$ cat config.mk
export PLATFORM = sky130hd
export DESIGN_NAME = dmc_encoder
export DESIGN_NICKNAME = d
export VERILOG_FILES = /design/src/rtl/dmc_pkg.sv /design/src/rtl/dmc_control.sv /design/src/rtl/dmc_datapath.sv /design/src/rtl/dmc_encoder.sv
export SDC_FILE = /design/constraint.sdc
export NUM_CORES = 1
export LEC_CHECK = 0
export BUFFER_PORTS_ARGS = -buffer_cell sky130_fd_sc_hd__buf_4
export CAP_MARGIN = 10
export CORE_ASPECT_RATIO = 1.2
export CORE_UTILIZATION = 35
export DETAILED_ROUTE_END_ITERATION = 6
export GPL_ROUTABILITY_DRIVEN = 1
export PLACE_DENSITY = 0.63
export SYNTH_ARGS = -nofsm -noshare
export SYNTH_HDL_FRONTEND = slang
export SYNTH_SLANG_ARGS = --single-unit
export TNS_END_PERCENT = 100
$ cat constraint.sdc
create_clock -name clk -period 1.9 [get_ports clk]
set_clock_uncertainty 0.1 [all_clocks]
set_input_delay 0.19 -clock clk [delete_from_list [all_inputs] [get_ports clk]]
set_output_delay 0.19 -clock clk [all_outputs]
set_load 0.01 [all_outputs]
$ cat src/rtl/dmc_pkg.sv
package dmc_pkg;
  localparam int SYM_W  = 4;
  localparam int ROWS   = 2;
  localparam int COLS   = 4;
  localparam int HALF   = COLS / 2;
  localparam int ROW_W  = COLS * SYM_W;
  localparam int DATA_W = ROWS * ROW_W;
  localparam int SUM_W  = SYM_W + 1;
  localparam int GRPS   = ROWS * HALF;
  localparam int H_W    = GRPS * SUM_W;
  localparam int V_W    = ROW_W;
  localparam int CW_W   = DATA_W + H_W + V_W;

  typedef struct packed {
    logic chkEn;
    logic loadEn;
  } encStrobe_t;
endpackage

$ cat src/rtl/dmc_control.sv
module dmc_control
  import dmc_pkg::*;
(
  input  logic       encEn,
  output encStrobe_t strb
);
  always_comb begin
    strb.chkEn  = encEn;
    strb.loadEn = 1'b1;
  end
endmodule

$ cat src/rtl/dmc_datapath.sv
module dmc_datapath
  import dmc_pkg::*;
#(
  parameter bit OUT_REG = 1'b1
)(
  input  logic              clk,
  input  logic              rstN,
  input  encStrobe_t        strb,
  input  logic [DATA_W-1:0] dataIn,
  output logic [H_W-1:0]    horizChk,
  output logic [V_W-1:0]    vertChk,
  output logic [CW_W-1:0]   codeWord
);
  logic [H_W-1:0]  hRaw;
  logic [V_W-1:0]  vRaw;
  logic [H_W-1:0]  hGated;
  logic [V_W-1:0]  vGated;
  logic [CW_W-1:0] cwNext;

  // symbol-pair adders: symbol c plus symbol c+HALF inside each row
  for (genvar r = 0; r < ROWS; r++) begin : gRow
    for (genvar c = 0; c < HALF; c++) begin : gPair
      localparam int LoBase = (r * COLS + c) * SYM_W;
      localparam int HiBase = (r * COLS + c + HALF) * SYM_W;
      localparam int Grp    = r * HALF + c;
      assign hRaw[Grp*SUM_W +: SUM_W] =
        {1'b0, dataIn[LoBase +: SYM_W]} + {1'b0, dataIn[HiBase +: SYM_W]};
    end
  end

  // column XOR across rows
  always_comb begin
    vRaw = '0;
    for (int r = 0; r < ROWS; r++) begin
      vRaw = vRaw ^ dataIn[r*ROW_W +: ROW_W];
    end
  end

  assign hGated = strb.chkEn ? hRaw : '0;
  assign vGated = strb.chkEn ? vRaw : '0;
  assign cwNext = {vGated, hGated, dataIn};

  if (OUT_REG) begin : gReg
    logic [CW_W-1:0] cwQ;
    always_ff @(posedge clk or negedge rstN) begin
      if (!rstN) begin
        cwQ <= '0;
      end else if (strb.loadEn) begin
        cwQ <= cwNext;
      end
    end
    assign codeWord = cwQ;
  end else begin : gComb
    assign codeWord = cwNext;
  end

  assign horizChk = codeWord[DATA_W +: H_W];
  assign vertChk  = codeWord[DATA_W+H_W +: V_W];
endmodule

$ cat src/rtl/dmc_encoder.sv
module dmc_encoder
  import dmc_pkg::*;
#(
  parameter bit OUT_REG = 1'b1
)(
  input  logic              clk,
  input  logic              rstN,
  input  logic              encEn,
  input  logic [DATA_W-1:0] dataIn,
  output logic [H_W-1:0]    horizChk,
  output logic [V_W-1:0]    vertChk,
  output logic [CW_W-1:0]   codeWord
);
  encStrobe_t strb;

  dmc_control u_ctrl (
    .encEn (encEn),
    .strb  (strb)
  );

  dmc_datapath #(.OUT_REG(OUT_REG)) u_dp (
    .clk      (clk),
    .rstN     (rstN),
    .strb     (strb),
    .dataIn   (dataIn),
    .horizChk (horizChk),
    .vertChk  (vertChk),
    .codeWord (codeWord)
  );
endmodule

==> results.cfg, run 1 <==
[clock_network]
cts_root_buffer = clkbuf_8
cts_tree = built
clkSinkCount = 68
cts.htree.levels = 3
clk_pin_slew_ps = 70
clockBufferDepth = 2
postCtsSetupRepairBufs = 0
cts_buffers = 9
post_cts_resized = 0

[detailed_routing]
drc = 11
wl_um = 5958
ant_nets = 0
drtPass1Iterations = 6
wl_per_cell_um = 13.24
drt-vias-per-instance = 4.291
drt_iter0_markers = 82
num_vias = 1931

[finish]
largest_register_ffs = 68
fill_cells = 688
area_delta_synth_final_pct = 47.87
final_nets = 408
layout_common_cells = buf_4 (138), dfrtp_1 (68), dlygate4sd3_1 (33)
final_common_cell = buf_4
antenna_cells = 0
layout-drive-gt1-share = 0.4441

[critical_path]
cp.arrival_ps = 1940
worstSetupStartpointType = primary input
cp_data_required_time_ps = 2010
crit_path_end_kind = flip-flop
worstSetupPathType = in2reg
crit_fanout = 3

[floorplan]
core.rowCount = 35
start_util = 0.3668
dieHeight_um = 101.3
fp.dieW_um = 84.74
die_area_um2 = 8583
pin_count = 139
core_region_area_um2 = 7839

[placed_design]
numPortBuffers = 138
gp_congestion = 0.6761
hpwl_um = 4038
pre_cts_ws_ps = 304.6

[timing]
tns_ps = 0
fin_crit_sh = 0.9612
relSlewSlack = 0.4399
postLayoutSetupSlackWorst_ps = 73.76
setup-violations-final = 0
finalHoldViolCount = 0
rsz0062_at_grt = no
fin_crit_ps = 1826
drv_slew = 0
tightest_slew_ps = 840.2
fmax_mhz = 547.6

[hold_path]
whs_endpoint = u_dp.codeWord[51]
min_from = encEn
hold_class = in2reg
whs_path_depth = 2

[power]
power_density_nw_per_um2 = 821.6
p_leak_nw = 2.221
power_mw = 3.493
ir_worst_vdd_uv = 378.3

[yosys]
synth_top_family_by_area = buffers and inverters
syn_area_um2 = 2875
synth_compound_area_frac = 0.04091
synth_top_area_cell = dfrtp_1
synthTopCellsByArea = dfrtp_1 (59%), buf_4 (9.4%), ha_1 (7.0%), xor2_1 (5.8%), and2_1 (5.7%)
seq_area_frac_synth = 0.5918
avgSynthCellArea_um2 = 13.63
synth_fa_ha_area_frac = 0.09748
synth-xor-area-share = 0.05788
syn_nets = 266
syn_inst = 211
synth.distinct_cells = 19
synth_mux_area_frac = 0.01393
yosys_register_bits = 68
synth_top_area_share = 0.5918
yosys_warnings = 0
synth_simple_gate_area_frac = 0.08877

[status]
violations = DRC
outcome = complete, but fails checks

[global_routing]
grt_max_degree = 69
antenna_found_initial = 0
grt_usage = 0.1468
grt_use_met3 = 0.04156
grt_pass1_vias = 1901
busiest_layer = met2
overflow = 0
grt_util_met1 = 0.1732
use_met2 = 0.2545
grt_pass1_wl_um = 9466

[job]
drv_cap = 0
[through the flow]
| step | util | instance area [um2] | instances | hold WS, ps |
|---|---|---|---|---|
| finish | 0.5424 | 4252 | 450 | 176.3 |
| global placement | 0.4750 | 3724 | 401 | 224.7 |
| detailed placement | 0.4750 | 3724 | 401 | 227.4 |
| CTS | 0.5424 | 4252 | 450 | 172.4 |
| global route | 0.5424 | 4252 | 450 | 173.1 |
| floorplan | - | 2875 | 211 | -205.6 |
[cell usage after synthesis]
cell / instances
nor2b_1: 5
a21o_1: 7
nor3b_1: 1
nand2_1: 4
o21a_1: 2
buf_4: 36
nor2b_4: 1
fa_1: 4
mux2i_1: 4
buf_6: 2
nand2b_1: 4
xor2_1: 19
a21oi_2: 4
dfrtp_1: 68
and2_1: 26
ha_1: 16
clkbuf_2: 2
inv_1: 3
a21oi_1: 3
[kinds of logic (layout without fill, tap and decap cells)]
family / after synthesis / after routing
muxes: 4 / 4
AOI/OAI and AO/OA: 16 / 16
adders and majority gates: 20 / 20
buffers and inverters: 43 / 190
DFF: 68 / 68
xor gates and xnor gates: 19 / 19
and+or+nand+nor: 41 / 41
[metal layers]
metal	up-vias	wire length (um)
met4	0	75
met3	4	336
met1	933	2398
met2	76	3148
met5	-	0
li1	918	-
[cell type report]
cell class                      count  area (um2)  share of cell area
Inverter                            3       11.26            0.002649
Clock inverter                      7       73.82             0.01736
Clock buffer                        9       123.9             0.02913
Multi-Input combinational cell    100       859.6              0.2022
Sequential cell                    68        1702              0.4002
Tap cell                           92       115.1             0.02707
Timing Repair Buffer              171        1366              0.3214
[power by group]
part	total, mW	internal [mW]	switching (mW)
registers	1.60	1.55	0.0508
clock network	1.19	0.613	0.573
logic	0.709	0.395	0.315
[repair_timing]
action	4_1_cts	5_1_grt
hold buffers	33	0
endpoints found under the hold margin	100	0
setup endpoints to repair	0	0
[worst max-delay path by stage]
stage	startpoint	endpoint	slack, ps	depth (start not counted)
after CTS	dataIn[0]	u_dp.codeWord[36]	100	7
final	dataIn[0]	u_dp.codeWord[36]	70	7
after detailed placement	dataIn[0]	u_dp.codeWord[36]	300	6
after global routing	dataIn[0]	u_dp.codeWord[36]	60	7
after floorplan	dataIn[16]	u_dp.codeWord[46]	550	5
after global placement	dataIn[0]	u_dp.codeWord[36]	360	6
[worst max-delay path, stage by stage]
cell and delay (ps):
dlygate4sd3_1 530, buf_4 150, ha_1 230, fa_1 430, a21o_1 180, a21oi_1 170
nor2b_1 60
Power figures use the tool's default switching activity.
==> inputs of run 2 (changes only) <==
PLACE_DENSITY = 0.74   (was 0.63)
==> results.cfg, run 2 (same netlist as run 1, synthesis figures left out) <==
[status]
outcome = complete, but fails checks
violations = DRC

[detailed_routing]
drt_iter0_markers = 74
drc = 11
wl_um = 6131
num_vias = 1914
wl_per_cell_um = 13.59
drt-vias-per-instance = 4.244
ant_nets = 0
drtPass1Iterations = 7

[global_routing]
grt_usage = 0.1490
antenna_found_initial = 0
grt_max_degree = 41
overflow = 0
grt_pass1_vias = 1990
grt_pass1_wl_um = 9618

[finish]
fill_cells = 670
layout_common_cells = buf_4 (138), dfrtp_1 (68), dlygate4sd3_1 (33)
area_delta_synth_final_pct = 49.83
postLayoutCellArea_um2 = 4308
largest_register_ffs = 68
final_common_cell = buf_4
final_nets = 409
layout-drive-gt1-share = 0.4457
antenna_cells = 0

[timing]
relSlewSlack = 0.7473
fmax_mhz = 562.0
fin_crit_sh = 0.9364
finalHoldViolCount = 0
tns_ps = 0
fin_crit_ps = 1779
drv_slew = 0
tightest_slew_ps = 379.1
rsz0062_at_grt = no
setup-violations-final = 0

[critical_path]
worst-path-buf-inv = 2
worstSetupStartpointType = primary input
crit_start = dataIn[24]
crit_path_end_kind = flip-flop
cp.arrival_ps = 1900
worstSetupPathType = in2reg
cp_slowest_stage_delay_ps = 540
cp_top_family = buffers and inverters
cp_cell_sequence = dlygate4sd3_1, buf_4, ha_1, fa_1, a21o_1, a21oi_1, nor2b_1
crit_fanout = 3
crit_slowest_cell = dlygate4sd3_1
cp_data_required_time_ps = 2020

[floorplan]
core.rowCount = 35
die_area_um2 = 8583
pin_count = 139
dieHeight_um = 101.3
core_region_area_um2 = 7839
fp.dieW_um = 84.74
start_util = 0.3668

[power]
ir_worst_vdd_uv = 366.4
power_density_nw_per_um2 = 853.1
p_leak_nw = 2.251

[clock_network]
clockBufferDepth = 2
clk_pin_slew_ps = 80
cts_tree = built
post_cts_resized = 0
postCtsSetupRepairBufs = 0
clkSinkCount = 68
cts.htree.levels = 3
cts_root_buffer = clkbuf_8
cts_buffers = 9

[job]
drv_cap = 0

[hold_path]
min_from = encEn
hold_class = in2reg

[placed_design]
numPortBuffers = 138
postPlaceCellArea_um2 = 3744
gp_congestion = 0.7024
hpwl_um = 4380
[run 2: changes by cell type in the layout (fill, tap and decap cells not counted)]
cell | before | now
clkbuf_8 | 9 | 11
buf_12 | 0 | 1
bufinv_16 | 1 | 2
clkinv_2 | 2 | 1
clkinvlp_4 | 1 | 0
inv_6 | 2 | 1
[run 2: routing by layer]
layer / global-route usage / up-vias / share of wire / wire length (um)
li1: - / 922 / - / -
met1: 0.1750 / 905 / 0.41 / 2511
met2: 0.2608 / 85 / 0.52 / 3160
met3: 0.04319 / 2 / 0.066 / 404
met4: 0.05476 / 0 / 0.0090 / 55
met5: 0 / - / 0 / 0
[run 2: cell type report]
class | instances | area [um2] | share of cell area
Clock buffer | 11 | 151.4 | 0.03514
Clock inverter | 5 | 82.58 | 0.01917
Inverter | 3 | 11.26 | 0.002614
Multi-Input combinational cell | 100 | 859.6 | 0.1995
Sequential cell | 68 | 1702 | 0.3950
Tap cell | 92 | 115.1 | 0.02672
Timing Repair Buffer | 172 | 1386 | 0.3218
[run 2: path summary, 6_finish.rpt]
path | endpoint | slack, ps | cells past startpoint
setup / recovery | u_dp.codeWord[46] | 120 | 7
hold / removal | u_dp.codeWord[51] | 180 | 2
max in group asynchronous | u_dp.codeWord[30] | 940 | 3
min in group asynchronous | u_dp.codeWord[17] | 220 | 2
[run 2: repair_timing]
action,4_1_cts,5_1_grt
hold endpoints to repair,60,0
endpoints found under the setup margin,0,0
hold buffers,33,0
[run 2: stage by stage]
step | util | setup slack [ps] | instances | total power, mW | hold slack, ps
floorplan | - | 548.7 | 211 | 1.971 | -205.6
global placement | 0.4776 | 378.8 | 402 | 2.285 | 38.11
detailed placement | 0.4776 | 318.4 | 402 | 2.300 | 39.39
CTS | 0.5496 | 119.9 | 451 | 3.724 | 173.0
global route | 0.5496 | 45.84 | 451 | 3.870 | 200.2
finish | 0.5496 | 120.7 | 451 | 3.675 | 180.7
[run 2: where the power goes]
group	switching, mW	total, mW	internal [mW]
clock network	0.541	1.36	0.816
logic	0.320	0.720	0.400
registers	0.0507	1.60	1.55
==> inputs of run 3 (changes only) <==
SETUP_SLACK_MARGIN = 0.3   (was unset)
==> results.cfg, run 3 (same netlist as run 1, synthesis figures left out) <==
[floorplan]
die_area_um2 = 8583
start_util = 0.3668
core.rowCount = 35
dieHeight_um = 101.3
pin_count = 139
fp.dieW_um = 84.74
core_region_area_um2 = 7839

[global_routing]
antenna_found_initial = 0
grt_pass1_wl_um = 9694
grt_usage = 0.1502
grt_max_degree = 41
overflow = 0
grt_pass1_vias = 2005

[clock_network]
clkSinkCount = 68
cts_root_buffer = clkbuf_8
postCtsSetupRepairBufs = 0
cts_tree = built
clk_pin_slew_ps = 70
clockBufferDepth = 2
cts_buffers = 9
cts.htree.levels = 3

[critical_path]
crit_start = dataIn[21]
crit_path_end_kind = flip-flop
cp.arrival_ps = 1730
cp_cell_sequence = dlygate4sd3_1, buf_4, ha_1, a21o_1, a21oi_2, mux2i_1
cp_data_required_time_ps = 2050
worstSetupPathType = in2reg
crit_slowest_cell = dlygate4sd3_1
cp_slowest_stage_delay_ps = 540
worstSetupStartpointType = primary input
crit_fanout = 4

[power]
intPower_mw = 2.766
clkPwrFrac = 0.369
p_sw_frac = 0.2482
combPwrFrac = 0.197
net-switching-power_uw = 913.4
ir_worst_vdd_uv = 366.3
power_frac_seq = 0.434
power_density_nw_per_um2 = 850.8
p_leak_nw = 2.249

[hold_path]
hold_class = in2reg
min_from = dataIn[4]
whs_endpoint = u_dp.codeWord[56]
whs_path_depth = 3

[finish]
antenna_cells = 0
largest_register_ffs = 68
fill_cells = 674
final_cells = 451
layout-drive-gt1-share = 0.4596
postLayoutCellArea_um2 = 4325
regArea_um2 = 1702
area_delta_synth_final_pct = 50.44
final_nets = 409
final_common_cell = buf_4
multiInputGateArea_um2 = 873.3
layout_common_cells = buf_4 (137), dfrtp_1 (68), dlygate4sd3_1 (33)

[placed_design]
numPortBuffers = 138
pre_cts_ws_ps = 318.4
hpwl_um = 4380
place_inst = 402
gp_congestion = 0.7024
postPlaceCellArea_um2 = 3744

[status]
outcome = complete, but fails checks
violations = DRC

[job]
drv_cap = 0

[timing]
fin_crit_ps = 1576
relSlewSlack = 0.7466
fin_crit_sh = 0.8293
drv_slew = 0
fmax_mhz = 634.7
rsz0062_at_grt = no
setup-violations-final = 0
postLayoutSetupSlackWorst_ps = 324.3
hold_slack_ps = 87.34
tns_ps = 0
tightest_slew_ps = 380.1
finalHoldViolCount = 0

[detailed_routing]
drt-vias-per-instance = 4.299
num_vias = 1939
wl_per_cell_um = 13.71
drc = 13
ant_nets = 0
drtPass1Iterations = 7
wl_um = 6181
drt_iter0_markers = 68
-- run 3: cell counts in the layout (fill, tap and decap cells not counted) --
No cell type changed its count.
-- run 3: critical path: cells and delay by family --
kind,cells,cell delay (ps)
buffers and inverters,2,690
AO/OA/AOI/OAI,2,370
adder cells (fa/ha/maj),1,290
multiplexers,1,190
-- run 3: worst max path at each step --
| stage | to | cells past startpoint |
|---|---|---|
| global placement | u_dp.codeWord[46] | 6 |
| detailed placement | u_dp.codeWord[46] | 6 |
| CTS | u_dp.codeWord[49] | 6 |
| floorplan | u_dp.codeWord[46] | 5 |
| global route | u_dp.codeWord[35] | 6 |
| finish | u_dp.codeWord[50] | 6 |
-- run 3: power groups by stage --
stage / Combinational (mW) / Clock, mW / Sequential [mW]
finish: 0.725 / 1.36 / 1.60
global route: 0.789 / 1.48 / 1.61
CTS: 0.729 / 1.40 / 1.60
detailed placement: 0.674 / 0 / 1.63
global placement: 0.660 / 0 / 1.62
floorplan: 0.300 / 0 / 1.67
-- run 3: per-stage QoR --
step / power [mW] / utilization
2_1_floorplan: 1.971 / -
3_3_place_gp: 2.285 / 0.4776
5_1_grt: 3.875 / 0.5518
4_1_cts: 3.723 / 0.5496
3_5_place_dp: 2.300 / 0.4776
6_report: 3.680 / 0.5518
-- run 3: layout make-up --
type / count / area share
Clock buffer: 11 / 0.03500
Clock inverter: 5 / 0.01909
Inverter: 3 / 0.002603
Multi-Input combinational cell: 100 / 0.2019
Sequential cell: 68 / 0.3934
Tap cell: 92 / 0.02661
Timing Repair Buffer: 172 / 0.3214
-- run 3: what timing repair did --
| action | in CTS | in global routing |
|---|---|---|
| endpoints found under the hold margin | 60 | 0 |
| endpoints found under the setup margin | 0 | 6 |
| hold buffers | 33 | 0 |
| gates resized for setup | 0 | 6 |
-- run 3: metal layers --
| layer | routed length [um] | global-route usage | up-vias |
|---|---|---|---|
| met4 | 55 | 0.05476 | 0 |
| met3 | 365 | 0.04156 | 2 |
| met1 | 2561 | 0.1770 | 933 |
| met2 | 3199 | 0.2639 | 82 |
| met5 | 0 | 0 | - |
| li1 | - | - | 922 |
